$ cat src/rtl/rext_pkg.sv
`timescale 1ns/1ps
package rext_pkg;
  typedef enum logic {MOD_MINUS = 1'b0, MOD_PLUS = 1'b1} mod_kind_e;

  function automatic int ceil_div(int a, int b);
    return (a + b - 1) / b;
  endfunction

  function automatic int mod_val(int k, mod_kind_e kind);
    return (kind == MOD_PLUS) ? (1 << k) + 1 : (1 << k) - 1;
  endfunction
endpackage

$ cat src/rtl/rext_blk_reduce.sv
`timescale 1ns/1ps
module rext_blk_reduce import rext_pkg::*; #(
  parameter int        K     = 2,
  parameter int        BLK_W = 8,
  parameter mod_kind_e KIND  = MOD_PLUS,
  parameter int        RES_W = 3
) (
  input  logic [BLK_W-1:0] blk_i,
  output logic [RES_W-1:0] res_o
);
  localparam int NDIG  = BLK_W / K;
  localparam int SUM_W = K + $clog2(NDIG + 1) + 2;
  localparam int NFOLD = SUM_W;
  localparam int M     = mod_val(K, KIND);

  if (KIND == MOD_MINUS) begin : g_minus
    logic [SUM_W-1:0] acc;
    always_comb begin
      acc = '0;
      for (int d = 0; d < NDIG; d++) acc = acc + SUM_W'(blk_i[d*K +: K]);
      // end-around folding: 2^k == 1
      for (int f = 0; f < NFOLD; f++) acc = SUM_W'(acc[K-1:0]) + (acc >> K);
      res_o = (acc == SUM_W'(M)) ? '0 : RES_W'(acc);
    end
  end else begin : g_plus
    localparam logic signed [SUM_W-1:0] M_S = SUM_W'(M);
    logic signed [SUM_W-1:0] acc;
    always_comb begin
      acc = '0;
      for (int d = 0; d < NDIG; d++) begin
        if (d % 2 == 0) acc = acc + signed'(SUM_W'(blk_i[d*K +: K]));
        else            acc = acc - signed'(SUM_W'(blk_i[d*K +: K]));
      end
      // alternating fold: 2^k == -1, settles in [-1, 2^k]
      for (int f = 0; f < NFOLD; f++) acc = signed'(SUM_W'(acc[K-1:0])) - (acc >>> K);
      if (acc < 0)    acc = acc + M_S;
      if (acc >= M_S) acc = acc - M_S;
      res_o = RES_W'(acc);
    end
  end
endmodule

$ cat src/rtl/rext_res_add.sv
`timescale 1ns/1ps
module rext_res_add import rext_pkg::*; #(
  parameter int        K     = 2,
  parameter mod_kind_e KIND  = MOD_PLUS,
  parameter int        RES_W = 3,
  parameter bit        SUB   = 1'b0
) (
  input  logic [RES_W-1:0] a_i,
  input  logic [RES_W-1:0] b_i,
  output logic [RES_W-1:0] sum_o
);
  localparam int M = mod_val(K, KIND);

  if (KIND == MOD_MINUS) begin : g_minus
    logic [K:0]   raw;
    logic [K-1:0] wrap;
    assign raw   = {1'b0, a_i} + {1'b0, b_i};
    assign wrap  = raw[K-1:0] + K'(raw[K]);
    assign sum_o = (wrap == {K{1'b1}}) ? '0 : wrap;
  end else begin : g_plus
    localparam int RW = K + 3;
    localparam logic signed [RW-1:0] M_S = RW'(M);
    logic signed [RW-1:0] a_s, b_s, raw, fix;
    assign a_s = signed'(RW'(a_i));
    assign b_s = signed'(RW'(b_i));
    if (SUB) begin : g_sub
      assign raw = a_s - b_s;
      assign fix = (raw < 0) ? raw + M_S : raw;
    end else begin : g_add
      assign raw = a_s + b_s;
      assign fix = (raw >= M_S) ? raw - M_S : raw;
    end
    assign sum_o = RES_W'(fix);
  end
endmodule

$ cat src/rtl/rext_tree.sv
`timescale 1ns/1ps
module rext_tree import rext_pkg::*; #(
  parameter int        NB    = 2,
  parameter int        K     = 2,
  parameter mod_kind_e KIND  = MOD_PLUS,
  parameter int        RES_W = 3,
  parameter bit        SUB0  = 1'b0
) (
  input  logic [NB*RES_W-1:0] leaf_i,
  output logic [RES_W-1:0]    root_o
);
  localparam int LVL = (NB > 1) ? $clog2(NB) : 0;

  logic [RES_W-1:0] node [0:LVL][0:NB-1];

  for (genvar j = 0; j < NB; j++) begin : g_leaf
    assign node[0][j] = leaf_i[j*RES_W +: RES_W];
  end

  for (genvar l = 1; l <= LVL; l++) begin : g_lvl
    localparam int CNT_PREV = ceil_div(NB, 1 << (l - 1));
    for (genvar j = 0; j < NB; j++) begin : g_node
      if (2*j + 1 < CNT_PREV) begin : g_add
        // level 1 pairs an even slice (weight +1) with an odd one
        rext_res_add #(
          .K(K), .KIND(KIND), .RES_W(RES_W), .SUB((l == 1) && SUB0)
        ) u_add (
          .a_i  (node[l-1][2*j]),
          .b_i  (node[l-1][2*j+1]),
          .sum_o(node[l][j])
        );
      end else if (2*j < CNT_PREV) begin : g_pass
        assign node[l][j] = node[l-1][2*j];
      end else begin : g_idle
        assign node[l][j] = '0;
      end
    end
  end

  assign root_o = node[LVL][0];
endmodule

$ cat src/rtl/rext_top.sv
`timescale 1ns/1ps
module rext_top import rext_pkg::*; #(
  parameter int        DATA_W = 16,
  parameter int        K      = 2,
  parameter int        BLK_W  = 8,
  parameter mod_kind_e KIND   = MOD_PLUS,
  localparam int       RES_W  = K + ((KIND == MOD_PLUS) ? 1 : 0)
) (
  input  logic              clk_i,
  input  logic              rst_ni,
  input  logic [DATA_W-1:0] op_i,
  output logic [RES_W-1:0]  res_o
);
  localparam int  NB    = ceil_div(DATA_W, BLK_W);
  localparam int  PAD_W = NB * BLK_W;
  localparam bit  SUB0  = (KIND == MOD_PLUS) && (((BLK_W / K) % 2) == 1);

  logic [PAD_W-1:0]    op_pad;
  logic [NB*RES_W-1:0] blk_res;
  logic [RES_W-1:0]    root;

  assign op_pad = PAD_W'(op_i);

  for (genvar b = 0; b < NB; b++) begin : g_blk
    rext_blk_reduce #(
      .K(K), .BLK_W(BLK_W), .KIND(KIND), .RES_W(RES_W)
    ) u_red (
      .blk_i(op_pad[b*BLK_W +: BLK_W]),
      .res_o(blk_res[b*RES_W +: RES_W])
    );
  end

  rext_tree #(
    .NB(NB), .K(K), .KIND(KIND), .RES_W(RES_W), .SUB0(SUB0)
  ) u_tree (
    .leaf_i(blk_res),
    .root_o(root)
  );

  always_ff @(posedge clk_i or negedge rst_ni) begin
    if (!rst_ni) res_o <= '0;
    else         res_o <= root;
  end
endmodule

$ cat config.mk
export PLATFORM = sky130hd
export DESIGN_NAME = rext_top
export DESIGN_NICKNAME = d
export VERILOG_FILES = /design/src/rtl/rext_pkg.sv /design/src/rtl/rext_blk_reduce.sv /design/src/rtl/rext_res_add.sv /design/src/rtl/rext_tree.sv /design/src/rtl/rext_top.sv
export SDC_FILE = /design/constraint.sdc
export NUM_CORES = 1
export LEC_CHECK = 0
export BUFFER_PORTS_ARGS = -buffer_cell sky130_fd_sc_hd__buf_4
export CAP_MARGIN = 0
export CORE_MARGIN = 10
export CORE_UTILIZATION = 45
export DETAILED_ROUTE_END_ITERATION = 8
export GPL_TIMING_DRIVEN = 1
export HOLD_SLACK_MARGIN = 0.05
export PLACE_DENSITY = 0.62
export SLEW_MARGIN = 5
export SYNTH_ARGS = -nofsm -noshare
export SYNTH_HDL_FRONTEND = slang
export SYNTH_SLANG_ARGS = --single-unit
$ cat constraint.sdc
create_clock -name clk_i -period 1.3 [get_ports clk_i]
set_clock_uncertainty 0.05 [all_clocks]
set_input_delay 0.13 -clock clk_i [delete_from_list [all_inputs] [get_ports clk_i]]
set_output_delay 0.13 -clock clk_i [all_outputs]
set_load 0.05 [all_outputs]
Word level (Yosys, flattened, before mapping)
Index checks and enable logic that the tools add are counted.
Storage, ports and cells
  bits of input ports: 18
  memories kept: 0
  output and inout port bits: 3
  register bits after elaboration: 3
  ROM bits: 0
  word-level logic and storage cells: 37
  latch bits: 0
  RAM bits: 0
Operators by class
  add/subtract/negate cells: 26
  reduce and logical (&&, ||, !) cells: 0
  bitwise operators: 0
  order comparisons: 5
  shift-type cells: 0
  div/mod/pow operators: 0
  multiplexer cells: 5
  multipliers: 0
  eq/ne operators: 0
Operators by type and width (count)
  subtractor 3 x 2 -> 4 bit: 8
  adder 7 x 3 -> 7 bit: 2
  >= comparator 7 x 4 -> 1 bit, second input constant: 2
  two-way mux 7 bit: 2
  subtractor 7 x 3 -> 7 bit: 2
  subtractor 3 x 5 -> 6 bit: 2
  adder 4 x 4 -> 5 bit, second input constant: 2
  subtractor 3 x 4 -> 5 bit: 2
  two-way mux 3 bit: 3
  subtractor 3 bit, second input constant: 3
  less-than comparator 4 x 1 -> 1 bit, second input constant: 2
  subtractor 3 x 3 -> 4 bit: 2
  subtractor 2 x 2 -> 3 bit: 2
  adder 3 x 3 -> 4 bit: 1
  >= comparator 4 x 3 -> 1 bit, second input constant: 1

Logic depth before layout (Yosys ltp)
  word-level depth: 17
  depth in mapped cells: 58
  gate-level depth less buffers: 58

By module
Synthesis repeated with hierarchy kept, for this count alone.
Second synthesis, totals
  cells, all modules: 249
  area, all modules: 2082.0 um^2
By module, submodules not included
  rext_blk_reduce (g_blk[1].u_red): sequential area each 0.0 um^2, area an instance 952.2 um^2, cells each 120, instances 1
  rext_blk_reduce (g_blk[0].u_red): sequential area each 0.0 um^2, area an instance 887.1 um^2, cells each 108, instances 1
  rext_res_add: sequential area each 0.0 um^2, area an instance 167.7 um^2, cells each 18, instances 1
  rext_top: sequential area each 75.1 um^2, area an instance 75.1 um^2, cells each 3, instances 1

Worst setup path before layout
OpenSTA, ideal clock, no wires.
  path kind: input to register
  from: in op_i[8]
  to: reg res_o[1]
  data arrival time: 10.230 ns
  path buffers: 0
  slack: -9.105 ns
  cell stages on the path: 55
  library setup time: 0.125 ns
  data required time: 1.125 ns
  cell sequence: inv_1 > ha_1 > inv_1 > fa_1 > fa_1 > ha_1 > a21o_1 > a21oi_2 > inv_1 > ha_1 > a21oi_2 > nor2_1 > xnor2_1 > ha_1 > a21oi_1 > nor2b_1 > a21oi_1 > nor2_1 > [... 19 more ...] > ha_1 > ha_1 > mux2i_1 > ha_1 > nor3b_1 > a31oi_1 > nor2_1 > mux2i_4 > mux2i_1 > xnor2_1 > ha_1 > fa_1 > inv_1 > ha_1 > nor2b_1 > o21ai_0 > a211oi_1 > mux2_2
On the way
  word-level cells in the longest chain between the ends: 17
  elaborated cells on any way between the ends: 20
  classes of those cells: 14 x add/sub; 3 x order compare; 3 x mux
Ends and longest elaborated chain
  from (decl): line rext_top.sv:11  | input logic [DATA_W-1:0] op_i,
  subtractor 2 x 2 -> 3 bit *: line rext_blk_reduce.sv:32  | else acc = acc - signed'(SUM_W'(blk_i[d*K +: K]));
  adder 7 x 3 -> 7 bit *: line rext_blk_reduce.sv:31  | if (d % 2 == 0) acc = acc + signed'(SUM_W'(blk_i[d*K +: K]));
  subtractor 7 x 3 -> 7 bit *: line rext_blk_reduce.sv:32
  subtractor 3 x 5 -> 6 bit *: line rext_blk_reduce.sv:35  | for (int f = 0; f < NFOLD; f++) acc = signed'(SUM_W'(acc[K-1:0])) - (acc >>> K);
  subtractor 3 x 4 -> 5 bit *: line rext_blk_reduce.sv:35
  subtractor 3 x 3 -> 4 bit *: line rext_blk_reduce.sv:35
  subtractor 3 x 2 -> 4 bit * (4 in a row): line rext_blk_reduce.sv:35
  adder 4 x 4 -> 5 bit / less-than comparator 4 x 1 -> 1 bit (equally long branches): line rext_blk_reduce.sv:36  | if (acc < 0) acc = acc + M_S;
  two-way mux 7 bit *: line rext_blk_reduce.sv:36
  >= comparator 7 x 4 -> 1 bit / subtractor 3 bit (equally long branches): line rext_blk_reduce.sv:37  | if (acc >= M_S) acc = acc - M_S;
  two-way mux 3 bit *: line rext_blk_reduce.sv:37
  adder 3 x 3 -> 4 bit *: line rext_res_add.sv:30  | assign raw = a_s + b_s;
  >= comparator 4 x 3 -> 1 bit / subtractor 3 bit (equally long branches): line rext_res_add.sv:31  | assign fix = (raw >= M_S) ? raw - M_S : raw;
  two-way mux 3 bit *: line rext_res_add.sv:31
  named net root[1]: line rext_top.sv:20  | logic [RES_W-1:0] root;
  to (signal assigned): line rext_top.sv:42  | else res_o <= root;
  to (decl): line rext_top.sv:12  | output logic [RES_W-1:0] res_o
The timed path passes the listed nets; every way through them passes the cells marked *.

Worst setup path in the final report
  from: in op_i[0]
  to: reg res_o[2]
The elaborated chain is that of the path after synthesis.

==> impl_metrics.env <==
export IMPL_core_area_um2=4850
export IMPL_die_width_um=91.6
export IMPL_rsz0062_at_grt="yes"
export IMPL_setup_tns_ns=-26.61
export IMPL_dpl_cell_count=436
export IMPL_setup_viol=3
export IMPL_synth_fa_ha_area_share_pct=39.6
export IMPL_root_buffer="clkbuf_8"
export IMPL_start_util_pct=47.5
export IMPL_antenna_found_initial=0
export IMPL_largest_reg_flops=3
export IMPL_gp_congestion=0.822
export IMPL_cp_max_fo=3
export IMPL_synth_compound_gate_area_share_pct=18.0
export IMPL_violations="negative setup slack"
export IMPL_slew_violations=0
export IMPL_crit_cells=59
export IMPL_synth_async_sr_flop_share_pct=100
export IMPL_synthCells=270
export IMPL_synth_area_leaders="ha_1 27%, fa_1 13%, inv_1 8.0%, xnor2_1 7.6%, dfrtp_1 3.3%"
export IMPL_worstSetupStartpointType="input port"
export IMPL_grt_pass1_vias=2401
export IMPL_top_regs="res_o: 3 flops"
export IMPL_final_cell_mix="113 x buf_4, 36 x inv_1, 22 x ha_1"
export IMPL_wl_mm=6.25
export IMPL_yosysTopAreaCellShare_pct=26.6
export IMPL_layout_commonest_cell="buf_4"
export IMPL_syn_area_um2=2300
export IMPL_synthFlopType="dfrtp_1"
export IMPL_row_count=25
export IMPL_post_route_drc_count=0
export IMPL_drt_first_pass_iters=4
export IMPL_syn_nets=352
export IMPL_die_area_um2=8380
export IMPL_yosysTopAreaCell="ha_1"
export IMPL_crit_slowest_cell="fa_1"
export IMPL_crit_path_start="op_i[0]"
export IMPL_tritoncts="built"
export IMPL_critPathKind="in2reg"
export IMPL_holdWs_ns=0.194
export IMPL_worst_path_largest_cell_delay_ns=0.55
export IMPL_antenna_diode_count=0
export IMPL_dpl_instance_area_um2=3310
export IMPL_setup_worst_path_end_class="register"
export IMPL_regMostFlops="res_o"
export IMPL_cp_common_cell="buf_4"
export IMPL_cts_made_buffers=3
export IMPL_syn2layout_area_growth_pct=64.8
export IMPL_synthMuxAreaShare_pct=7.00
export IMPL_grt_max_degree=8
export IMPL_die_y_um=91.6
export IMPL_io_pins=21
export IMPL_cp_arrival_ns=10.26
export IMPL_antenna_left=0
export IMPL_synth_edf_count=0
export IMPL_fin_cells=455
export IMPL_outcome="complete, but fails checks"
export IMPL_synthSimpleGateAreaFrac_pct=14.7
export IMPL_htree_levels=1
export IMPL_avgSynthCellArea_um2=8.54
export IMPL_synth_top_family_by_area="adder cells"
export IMPL_track_usage_pct=14.0
export IMPL_relSlewSlack_pct=75.5
export IMPL_period_share_pct=784
export IMPL_final_net_count=471
export IMPL_final_hold_viol_count=0
export IMPL_ys_types=53
export IMPL_fin_ws_ns=-8.89
export IMPL_ys_ff_latch=3
export IMPL_yosysWarnings=0
export IMPL_tightest_slew_ns=0.363
export IMPL_hold_class="in2async"
export IMPL_dp_hpwl_mm=4.46
export IMPL_grt_pass1_wl_mm=10.2
export IMPL_via_per_inst=4.90
export IMPL_clock_sinks=3
export IMPL_vias=2228
export IMPL_drv_cap=0
export IMPL_crit_end="res_o[2]"
export IMPL_drt_wirelength_per_cell_um=13.7
export IMPL_cts_clk_slew_worst_paths_ns=0.03
export IMPL_dr_first_iter_drc_count=94
export IMPL_cts_buffer_depth=2
export IMPL_period_needed_ns=10.19
export IMPL_cp_required_ns=1.37
export IMPL_drive_gt1_share_pct=58.5
export IMPL_fin_area_um2=3800
export IMPL_fmax_ghz=0.0982
export IMPL_synthXorXnorAreaFrac_pct=8.36
export IMPL_critical_path_top_delay_family="adder cells"
export IMPL_port_buffers=20
export IMPL_synth_seq_area_share_pct=3.26
export IMPL_overflow=0
export IMPL_cp_num_buf_inv=18
synthesized netlist by cell type, types with 2 or more instances:
master	instances
nand2_1	7
o21a_1	3
dfrtp_1	3
xnor2_1	20
mux2_4	3
mux2_2	2
a21o_1	4
a2bb2oi_1	2
inv_1	49
a21oi_2	4
a21oi_1	11
fa_1	15
nor3_1	7
nand3_1	4
o21ai_0	11
mux2i_1	6
ha_1	49
nand3b_1	3
inv_2	3
nand2b_1	3
nor2_1	19
nor3b_1	2
xor2_1	2
nor2b_1	9
stage by stage:
step                      util [%]  setup slack [ns]
after floorplan                  -             -8.76
after global placement        68.3             -9.07
after detailed placement      68.3             -9.26
after CTS                     75.2             -8.74
after global routing          78.3             -9.42
final                         78.3             -8.89
what timing repair did:
action | CTS | global route
hold endpoints to repair | 3 | 0
pin swaps | 48 | 36
hold buffers | 1 | 0
buffers inserted | 10 | 4
resized for setup | 43 | 26
setup endpoints to repair | 3 | 3
per-layer routing:
layer	part of all wire (%)	GRT usage (%)	up-vias	wire (µm)
met5	0	0	-	0
met4	1.5	3.00	0	95
met3	1.1	1.07	8	71
met2	56	28.0	30	3530
met1	41	15.3	1050	2550
li1	-	-	1140	-
cell families (layout without fill, tap and decap cells):
| logic type | Yosys count | in the layout |
|---|---|---|
| buffers and inverters | 54 | 172 |
| muxes | 13 | 13 |
| and+or+nand+nor | 63 | 63 |
| AOI/OAI and AO/OA | 51 | 51 |
| xor gates and xnor gates | 22 | 22 |
| DFF | 3 | 3 |
| adders and majority gates | 64 | 64 |
layout make-up:
| cell class | count | area (µm²) |
|---|---|---|
| timing repair buffer | 116 | 885 |
| clock buffer | 4 | 45.0 |
| multi-input combinational | 213 | 2490 |
| sequential | 3 | 75.1 |
| fill | 319 | 1050 |
| inverter | 52 | 215 |
| tap | 67 | 83.8 |
how the worst min path moves through the flow:
| stage | start | to | slack [ns] |
|---|---|---|---|
| detailed placement | rst_ni | res_o[2] | -0.13 |
| global route | rst_ni | res_o[2] | 0.21 |
| global placement | rst_ni | res_o[0] | -0.13 |
| finish | rst_ni | res_o[2] | 0.19 |
| floorplan | rst_ni | res_o[0] | -0.22 |
| CTS | rst_ni | res_o[2] | 0.19 |
Power is left out: the tool's default activity adds up to more than one toggle a clock period on the data nets, which glitch-free logic cannot reach.
